[config.mk]
export PLATFORM = sky130hd
export DESIGN_NAME = txring_engine
export DESIGN_NICKNAME = d
export VERILOG_FILES = /design/src/rtl/txr_pkg.sv /design/src/rtl/txr_poll_timer.sv /design/src/rtl/txr_ring_index.sv /design/src/rtl/txr_status_pack.sv /design/src/rtl/txring_engine.sv
export SDC_FILE = /design/constraint.sdc
export NUM_CORES = 1
export LEC_CHECK = 0
export ABC_AREA = 1
export BUFFER_PORTS_ARGS = -buffer_cell sky130_fd_sc_hd__buf_2
export CAP_MARGIN = 20
export CORE_MARGIN = 4
export CORE_UTILIZATION = 50
export CTS_CLUSTER_DIAMETER = 40
export DETAILED_ROUTE_END_ITERATION = 7
export PLACE_DENSITY = 0.71
export SYNTH_ARGS = -nofsm -noshare
export SYNTH_HDL_FRONTEND = slang
export SYNTH_SLANG_ARGS = --single-unit
[constraint.sdc]
create_clock -name clk -period 3.5 [get_ports clk]
set_input_delay 0.35 -clock clk [delete_from_list [all_inputs] [get_ports clk]]
set_output_delay 0.35 -clock clk [all_outputs]
set_load 0.02 [all_outputs]
[src/rtl/txr_pkg.sv]
package txr_pkg;
   typedef enum logic [3:0] {
      S_IDLE, S_FLAG_RQ, S_FLAG_RS, S_BLO_RQ, S_BLO_RS, S_LEN_RQ, S_LEN_RS,
      S_DAT_RQ, S_DAT_RS, S_SEND, S_WSTAT, S_WFLAG
   } txr_state_t;

   localparam logic [7:0] FL_OWN  = 8'h80;
   localparam logic [7:0] FL_ERR  = 8'h40;
   localparam logic [7:0] FL_MULT = 8'h10;
   localparam logic [7:0] FL_ONE  = 8'h08;
   localparam logic [7:0] FL_DEF  = 8'h04;
   localparam logic [7:0] FL_STP  = 8'h02;
   localparam logic [7:0] FL_ENP  = 8'h01;
endpackage

[src/rtl/txr_poll_timer.sv]
module txr_poll_timer #(
   parameter int POLL_CYCLES = 1024
) (
   input  logic clk,
   input  logic rst_n,
   input  logic run,
   input  logic demand,
   output logic poll_go
);
   localparam int CW = (POLL_CYCLES > 1) ? $clog2(POLL_CYCLES) : 1;

   initial begin
      if (POLL_CYCLES < 2) $error("POLL_CYCLES must be at least 2");
   end

   logic [CW-1:0] cnt;
   logic          pend;

   assign poll_go = run && (pend || demand || (cnt == CW'(POLL_CYCLES - 1)));

   always_ff @(posedge clk) begin
      if (!rst_n) begin
         cnt  <= '0;
         pend <= 1'b0;
      end else begin
         if (!run || poll_go) cnt <= '0;
         else                 cnt <= cnt + 1'b1;
         if (poll_go)     pend <= 1'b0;
         else if (demand) pend <= 1'b1;
      end
   end
endmodule

[src/rtl/txr_ring_index.sv]
module txr_ring_index #(
   parameter int MAX_LOG2 = 7,
   parameter int WAW      = 23
) (
   input  logic                clk,
   input  logic                rst_n,
   input  logic [WAW-1:0]      base_w,
   input  logic [2:0]          log2_in,
   input  logic                advance,
   output logic [MAX_LOG2-1:0] idx,
   output logic [WAW-1:0]      desc_w
);
   initial begin
      if (MAX_LOG2 < 1 || MAX_LOG2 > 7) $error("MAX_LOG2 must be 1..7");
   end

   logic [2:0]          log2_eff;
   logic [MAX_LOG2:0]   span;
   logic [MAX_LOG2-1:0] mask;

   assign log2_eff = (32'(log2_in) > MAX_LOG2) ? 3'(MAX_LOG2) : log2_in;
   assign span     = (MAX_LOG2+1)'(1) << log2_eff;
   assign mask     = MAX_LOG2'(span - 1'b1);
   assign desc_w   = base_w + WAW'({idx, 2'b00});

   always_ff @(posedge clk) begin
      if (!rst_n)       idx <= '0;
      else if (advance) idx <= (idx + 1'b1) & mask;
   end

   // stepping from the top entry lands on entry 0
   p_wrap_zero_r8: assert property (@(posedge clk) disable iff (!rst_n)
      (advance && idx == mask) |=> (idx == '0));
endmodule

[src/rtl/txr_status_pack.sv]
module txr_status_pack
   import txr_pkg::*;
(
   input  logic [7:0]  flag_in,
   input  logic [1:0]  retry,
   input  logic        no_carrier,
   input  logic        late_coll,
   input  logic        deferred,
   output logic [7:0]  flag_out,
   output logic [15:0] stat_out
);
   logic no_end, gave_up, any_err;

   assign no_end  = !flag_in[0];
   assign gave_up = (retry == 2'd3);
   assign any_err = gave_up | no_carrier | late_coll | no_end;

   always_comb begin
      flag_out = flag_in & (FL_STP | FL_ENP);
      if (any_err)       flag_out = flag_out | FL_ERR;
      if (retry == 2'd1) flag_out = flag_out | FL_ONE;
      if (retry == 2'd2) flag_out = flag_out | FL_MULT;
      if (deferred)      flag_out = flag_out | FL_DEF;
      stat_out = {no_end, 1'b0, 1'b0, late_coll, no_carrier, gave_up, 10'd0};
   end
endmodule

[src/rtl/txring_engine.sv]
module txring_engine
   import txr_pkg::*;
#(
   parameter int POLL_CYCLES = 1024,
   parameter int MAX_LOG2    = 7,
   parameter bit BYTE_SWAP   = 1'b0
) (
   input  logic        clk,
   input  logic        rst_n,
   input  logic [15:0] ring_base_lo,
   input  logic [15:0] ring_len_word,
   input  logic        tx_demand,
   input  logic [1:0]  sb_retry,
   input  logic        sb_no_carrier,
   input  logic        sb_late_coll,
   input  logic        sb_deferred,
   output logic        mem_rd_en,
   output logic        mem_wr_en,
   output logic [22:0] mem_addr,
   output logic [15:0] mem_wdata,
   input  logic [15:0] mem_rdata,
   output logic        tx_valid,
   output logic [7:0]  tx_data,
   output logic        tx_last,
   input  logic        tx_ready,
   output logic        tx_irq
);
   localparam int BAW = 24;
   localparam int WAW = BAW - 1;
   localparam int LW  = 12;

   txr_state_t    st;
   logic [7:0]    flag_r, bhi_r, byte_r, flag_new_r;
   logic [15:0]   blo_r;
   logic [LW-1:0] len_r, cnt_r;
   logic          irq_r;
   logic          poll_go, advance;
   logic [BAW-1:0] ring_byte, buf_byte;
   logic [WAW-1:0] desc_w;
   logic [MAX_LOG2-1:0] idx;
   logic [7:0]    lane, flag_pk;
   logic [15:0]   stat_pk;
   logic [LW-1:0] len_dec;

   assign ring_byte = {ring_len_word[7:0], ring_base_lo};
   assign buf_byte  = {bhi_r, blo_r} + BAW'(cnt_r);
   assign advance   = (st == S_WFLAG);
   assign len_dec   = (~mem_rdata[LW-1:0]) + 1'b1;

   txr_poll_timer #(.POLL_CYCLES(POLL_CYCLES)) u_poll (
      .clk(clk), .rst_n(rst_n), .run(st == S_IDLE), .demand(tx_demand),
      .poll_go(poll_go));

   txr_ring_index #(.MAX_LOG2(MAX_LOG2), .WAW(WAW)) u_idx (
      .clk(clk), .rst_n(rst_n), .base_w(ring_byte[BAW-1:1]),
      .log2_in(ring_len_word[15:13]), .advance(advance),
      .idx(idx), .desc_w(desc_w));

   txr_status_pack u_pack (
      .flag_in(flag_r), .retry(sb_retry), .no_carrier(sb_no_carrier),
      .late_coll(sb_late_coll), .deferred(sb_deferred),
      .flag_out(flag_pk), .stat_out(stat_pk));

   generate
      if (BYTE_SWAP) begin : g_lane_swap
         assign lane = buf_byte[0] ? mem_rdata[15:8] : mem_rdata[7:0];
      end else begin : g_lane_norm
         assign lane = buf_byte[0] ? mem_rdata[7:0] : mem_rdata[15:8];
      end
   endgenerate

   always_comb begin
      mem_rd_en = 1'b0;
      mem_wr_en = 1'b0;
      mem_addr  = desc_w;
      mem_wdata = '0;
      case (st)
         S_FLAG_RQ: begin mem_rd_en = 1'b1; mem_addr = desc_w + WAW'(1); end
         S_BLO_RQ:  begin mem_rd_en = 1'b1; mem_addr = desc_w; end
         S_LEN_RQ:  begin mem_rd_en = 1'b1; mem_addr = desc_w + WAW'(2); end
         S_DAT_RQ:  begin mem_rd_en = 1'b1; mem_addr = buf_byte[BAW-1:1]; end
         S_WSTAT:   begin mem_wr_en = 1'b1; mem_addr = desc_w + WAW'(3);
                          mem_wdata = stat_pk; end
         S_WFLAG:   begin mem_wr_en = 1'b1; mem_addr = desc_w + WAW'(1);
                          mem_wdata = {flag_new_r, bhi_r}; end
         default: ;
      endcase
   end

   always_ff @(posedge clk) begin
      if (!rst_n) begin
         st         <= S_IDLE;
         flag_r     <= '0;
         bhi_r      <= '0;
         blo_r      <= '0;
         len_r      <= '0;
         cnt_r      <= '0;
         byte_r     <= '0;
         flag_new_r <= '0;
         irq_r      <= 1'b0;
      end else begin
         irq_r <= (st == S_WFLAG);
         case (st)
            S_IDLE:    if (poll_go) st <= S_FLAG_RQ;
            S_FLAG_RQ: st <= S_FLAG_RS;
            S_FLAG_RS: begin
               flag_r <= mem_rdata[15:8];
               bhi_r  <= mem_rdata[7:0];
               st     <= mem_rdata[15] ? S_BLO_RQ : S_IDLE;
            end
            S_BLO_RQ:  st <= S_BLO_RS;
            S_BLO_RS:  begin blo_r <= mem_rdata; st <= S_LEN_RQ; end
            S_LEN_RQ:  st <= S_LEN_RS;
            S_LEN_RS: begin
               len_r <= len_dec;
               cnt_r <= '0;
               st    <= (len_dec == '0) ? S_WSTAT : S_DAT_RQ;
            end
            S_DAT_RQ:  st <= S_DAT_RS;
            S_DAT_RS:  begin byte_r <= lane; st <= S_SEND; end
            S_SEND: if (tx_ready) begin
               cnt_r <= cnt_r + 1'b1;
               st    <= tx_last ? S_WSTAT : S_DAT_RQ;
            end
            S_WSTAT: begin flag_new_r <= flag_pk; st <= S_WFLAG; end
            S_WFLAG: st <= S_FLAG_RQ;
            default: st <= S_IDLE;
         endcase
      end
   end

   assign tx_valid = (st == S_SEND);
   assign tx_data  = byte_r;
   assign tx_last  = (st == S_SEND) && (cnt_r == len_r - 1'b1);
   assign tx_irq   = irq_r;

   // a flag-word write comes right after the status-word write
   p_status_first_r5: assert property (@(posedge clk) disable iff (!rst_n)
      (mem_wr_en && mem_addr[1:0] == 2'b01) |->
      $past(mem_wr_en && mem_addr[1:0] == 2'b11));

   // the interrupt follows a write that handed the entry back
   p_irq_after_release_r10: assert property (@(posedge clk) disable iff (!rst_n)
      tx_irq |-> ($past(mem_wr_en) && !$past(mem_wdata[15])));

   // a stalled byte is held unchanged
   p_hold_on_stall_r4: assert property (@(posedge clk) disable iff (!rst_n)
      (tx_valid && !tx_ready) |=> (tx_valid && $stable(tx_data) && $stable(tx_last)));

   // one memory direction per cycle
   p_one_direction_r11: assert property (@(posedge clk) disable iff (!rst_n)
      !(mem_rd_en && mem_wr_en));
endmodule

### Word level (Yosys, flattened, before mapping)

Index checks and enable logic that the tools add are counted.

* flip-flop bits (word level): 88
* input port bits: 57
* logic and storage cells: 82

* add/sub/neg operators: 11
* equal/unequal tests: 18
* shift operators: 1
* mux-type cells: 17
* bitwise gates (word level): 6
* reduce and logical (&&, ||, !) cells: 17

Operators with widths (number)
* case mux 23 bit (4 select lines): 1
* case mux 4 bit (12 select lines): 1
* adder 23 x 2 -> 23 bit (second input constant): 2
* case mux 16 bit (2 select lines): 1
* adder 12 x 1 -> 12 bit (second input constant): 2
* adder 24 x 12 -> 24 bit: 1
* case mux 12 bit (2 select lines): 1
* adder 23 x 1 -> 23 bit (second input constant): 1
* adder 23 x 9 -> 23 bit: 1
* two-way mux 4 bit: 5
* equality test 4 x 3 -> 1 bit (second input constant): 4
* equality test 4 bit (second input constant): 4
* equality test 12 bit: 1
* zero test 12 bit: 1
* two-way mux 12 bit: 1
* inverter 12 bit: 1
* subtractor 12 x 1 -> 12 bit (second input constant): 1
* adder 10 x 1 -> 10 bit (second input constant): 1
* equality test 10 bit (second input constant): 1
* equality test 4 x 2 -> 1 bit (second input constant): 2
* two-way mux 8 bit: 1
* OR reduction 2 bit: 4
* adder 7 x 1 -> 7 bit (second input constant): 1
* bitwise AND 7 bit: 1
* 21 further kinds: 30

### Logic depth before layout (Yosys ltp)

* depth in word-level cells: 8
* mapped depth: 19

### Modules after synthesis

From an unflattened synthesis, not the netlist that was laid out.

* cells, all modules: 1327
* area total of the unflattened synthesis: 8022.7 um2

By module, submodules not included
* txring_engine: instances 1, cells an instance 1004, area each 6045.8 um2, sequential area each 1541.5 um2
* txr_ring_index: instances 1, cells an instance 221, area each 1223.7 um2, sequential area each 140.1 um2
* txr_poll_timer: instances 1, cells an instance 69, area each 538.0 um2, sequential area each 220.2 um2
* txr_status_pack: instances 1, cells an instance 33, area each 215.2 um2, sequential area each 0.0 um2

### Worst setup path after synthesis

No wires, ideal clock.

* path type: register -> output
* start: register st[3]
* end: output port mem_addr[17]
* data arrival time: 2607 ps
* path slack: 543 ps
* cell stages (with the launch flop): 16
* buffers on the path: 1
* cells stage by stage: dfxtp_1 > nand2_1 > nor2_1 > clkbuf_1 > nor2_1 > ha_1 > a21oi_1 > nor2_1 > nand2_1 > nor2_1 > nand2_1 > inv_1 > nand3_1 > o22ai_1 > nand3_1 > nand3_1

* longest elaborated chain between the ends: 3

Ends and longest elaborated chain
* start: declaration: RTL line txring_engine.sv:32 `txr_state_t st;`
* start signal: assignment: RTL line txring_engine.sv:109 `st <= mem_rdata[15] ? S_BLO_RQ : S_IDLE;`
* start signal: assignment: RTL line txring_engine.sv:117 `st <= (len_dec == '0) ? S_WSTAT : S_DAT_RQ;`
* start signal: assignment: RTL line txring_engine.sv:123 `st <= tx_last ? S_WSTAT : S_DAT_RQ;`
* equality test 4 bit / equality test 4 x 1 -> 1 bit (equally long branches): RTL line txring_engine.sv:77 `case (st)`
* OR reduction 2 bit (no line)
* case mux 23 bit (4 select lines) (*): RTL line txring_engine.sv:77
* end: declaration: RTL line txring_engine.sv:19 `output logic [22:0] mem_addr,`

Mark *: on every way between the ends. The rest lies on a longest branch, timed or not.

### Final worst setup path

* start: register st[3]
* end: output port mem_addr[16]

Same word-level chain as after synthesis.

==> impl_metrics.ini <==
[run_status]
status = finished clean

[grt]
first_global_vias = 7429
grt_max_degree = 45
grt_use_met2 = 0.4509
busiest_layer = met2
grt_pass1_wl_mm = 35.46
antenna_found_initial = 0
track_usage = 0.2583
grt_overflow = 0
use_met1 = 0.3265
grtUsageMet3 = 0.03211

[clock_network]
clockBufferDepth = 2
clk_pin_slew_worst_paths_ns = 0.07
ctsHoldBuffers = 0
postCtsSetupBuffers = 0
cts-htree-levels = 3
cts.sinks = 87
cts_buffers = 9
cts_tree = built
clock_latency_ns = 0.35
cts-root-buf = clkbuf_16

[synthesis]
yosys_most_used_dff = dfxtp_1
synthDominantCellAreaShare = 0.2317
ys.warnings.count = 0
synth_area_leaders = dfxtp_1 (23%), nand2_1 (13%), inv_1 (8.0%)
yosysTopAreaCell = dfxtp_1
async_reset_ff_frac = 0
yosys_register_bits = 87
ys_types = 49
avgSynthCellArea_um2 = 6.101
synth_edf_count = 0
synth_area_mm2 = 0.007516
ys_seq_area_frac = 0.2317
synth_nets = 1318
synthCells = 1232

[setup_path]
cp.arrival_ns = 2.96
cp_max_fo = 5
rrSetupSlack_ns = 1.19
crit_type = register to output port
critical_path.startpoint_type = register
crit_required_ns = 3.15
cp-end-kind = output port

[pwr]
cellLeakagePower_nw = 3.975
power_frac_comb = 0.245
p_sw_uw = 912.7
p_total_mw = 2.717
irDropWorstVdd_mv = 0.2544
power_density_mw_per_mm2 = 313.3
pwr-share-clk = 0.373
p_int_mw = 1.804
seqPwrFrac = 0.383
p_sw_frac = 0.3359

[die]
core_area_mm2 = 0.01464
initial_core_util = 0.5132
pin_count = 109
row_count = 44
die_area_mm2 = 0.01706
dieHeight_um = 130.6
die_w_um = 130.6

[timing]
setup_viol_count_final = 0
skew_ns = 0.01388
clock.fmax_mhz = 302.1
worstMarginPinSlew_ns = 0.8350
setup_tns_ns = 0
slew_violations = 0
fin_crit_sh = 0.9456
min_period_ns = 3.310
finalHoldViolations = 0
slew_headroom = 0.4413

[final_layout]
multiInputGateArea_mm2 = 0.005092
final_util = 0.5922
syn2layout_area_growth_pct = 15.38
nNetsFinal = 1422
antenna_cells = 0
drive_gt1_frac = 0.1834
fillerInstances = 1458
final_cell_count_no_fill = 1525
seqCellArea_mm2 = 0.001743

[route]
wirelength_mm = 22.50
vias = 8339
firstDrtPassIters = 5
vias_per_cell = 5.468
wire_per_inst_um = 14.75
ant_nets = 0
drt-initial-drc-count = 677
drc = 0

[placement]
place_inst = 1509
routabilityCongestion = 0.9310
hpwl_mm = 17.79
io_buffers = 101

[hold_path]
worstHoldPathType = input port to register

[run]
drv_cap = 0
==> power by group through the flow <==
| stage | sequential (mW) | combinational (mW) | clock (mW) |
|---|---|---|---|
| global placement | 1.06 | 0.639 | 0 |
| global route | 1.04 | 0.728 | 1.07 |
| CTS | 1.04 | 0.649 | 1.03 |
| detailed placement | 1.06 | 0.645 | 0 |
| floorplan | 1.05 | 0.423 | 0 |
| finish | 1.04 | 0.665 | 1.01 |
==> timing repair <==
item,CTS,global route
setup endpoints to repair,5,14
pin swaps,0,1
gates resized for setup,3,24
==> placed cells by master (no fill, tap or decap), types with 17 or more instances in the layout <==
| master | n |
|---|---|
| nor2_2 | 21 |
| inv_1 | 157 |
| dfxtp_1 | 86 |
| nor3_1 | 19 |
| buf_4 | 17 |
| a21oi_1 | 92 |
| nand3_1 | 113 |
| o21ai_0 | 88 |
| nand4_1 | 35 |
| ha_1 | 25 |
| nand2_2 | 31 |
| nand2_1 | 250 |
| buf_2 | 101 |
| nor2_1 | 130 |
| xor2_1 | 25 |
==> area by class of cell <==
type / count / area share
Tap cell: 184 / 0.02655
Timing Repair Buffer: 118 / 0.07301
Clock buffer: 9 / 0.02597
Sequential cell: 87 / 0.2010
Clock inverter: 7 / 0.01097
Multi-Input combinational cell: 946 / 0.5872
Inverter: 174 / 0.07531
==> state kept, by name, summed over array words and instances (netlist names), 4 cells and up <==
name and cells:
len_r 12, cnt_r 12, flag_new_r 6, u_idx.idx 7
u_poll.cnt 10, tx_data 8, bhi_r 8, st 4
blo_r 16
==> routing by layer <==
layer  part of all wire  wire [um]
met3              0.062       1388
met4              0.031        696
met2               0.47      10690
met1               0.43       9729
met5                  0          0
==> cell usage after synthesis (10+ instances only) <==
| cell | instances |
|---|---|
| nand2_1 | 254 |
| inv_1 | 160 |
| nor2_1 | 139 |
| nand3_1 | 113 |
| a21oi_1 | 93 |
| o21ai_0 | 89 |
| dfxtp_1 | 87 |
| nand4_1 | 35 |
| nand2_2 | 28 |
| ha_1 | 26 |
| xor2_1 | 25 |
| clkbuf_1 | 21 |
| nor3_1 | 20 |
| nor2_2 | 15 |
| inv_2 | 11 |
| nor2_4 | 10 |
| xnor2_1 | 10 |
==> critical path, cell delays in order, from the launching register on <==
cell     delay, ns
dfxtp_1       0.42
nor2_2        0.08
inv_1         0.15
nor2_4        0.06
nor2_2        0.20
fa_1          0.29
inv_1         0.07
nor2_1        0.24
inv_1         0.10
nor2_1        0.19
inv_1         0.11
nor2_1        0.25
nand2_1       0.09
nand2_1       0.06
nand3_1       0.06
nand4_1       0.07
buf_2         0.16
==> cell families (layout without fill, tap and decap cells) <==
group | count (synthesis) | count (layout) | synth area share
and+or+nand+nor | 646 | 646 | 0.4022
AOI/OAI and AO/OA | 235 | 235 | 0.1731
buffers and inverters | 199 | 308 | 0.1004
DFF | 87 | 87 | 0.2317
xor gates and xnor gates | 35 | 35 | 0.04079
adders and majority gates | 29 | 29 | 0.05127
other | 1 | 1 | 0.0004989
==> path summary, 6_finish.rpt <==
| kind | from | endpoint | depth (start not counted) |
|---|---|---|---|
| hold reg to reg | flag_new_r[1] | flag_new_r[1] | 2 |
| setup reg to reg | st[3] | u_idx.idx[6] | 10 |
| hold / removal | sb_deferred | flag_new_r[2] | 3 |
| setup / recovery | st[3] | mem_addr[16] | 16 |
==> metrics by stage <==
| step | setup WS (ns) | hold slack (ns) | cell area [um2] |
|---|---|---|---|
| 3_3_place_gp | 0.2902 | 0.4415 | 8278 |
| 4_1_cts | 0.0008922 | 0.2452 | 8606 |
| 3_5_place_dp | 0.2402 | 0.4468 | 8278 |
| 6_report | 0.1904 | 0.2534 | 8672 |
| 5_1_grt | -0.03246 | 0.2754 | 8672 |
| 2_1_floorplan | 0.5435 | 0.4301 | 7516 |
(Power assumes the default switching activity.)
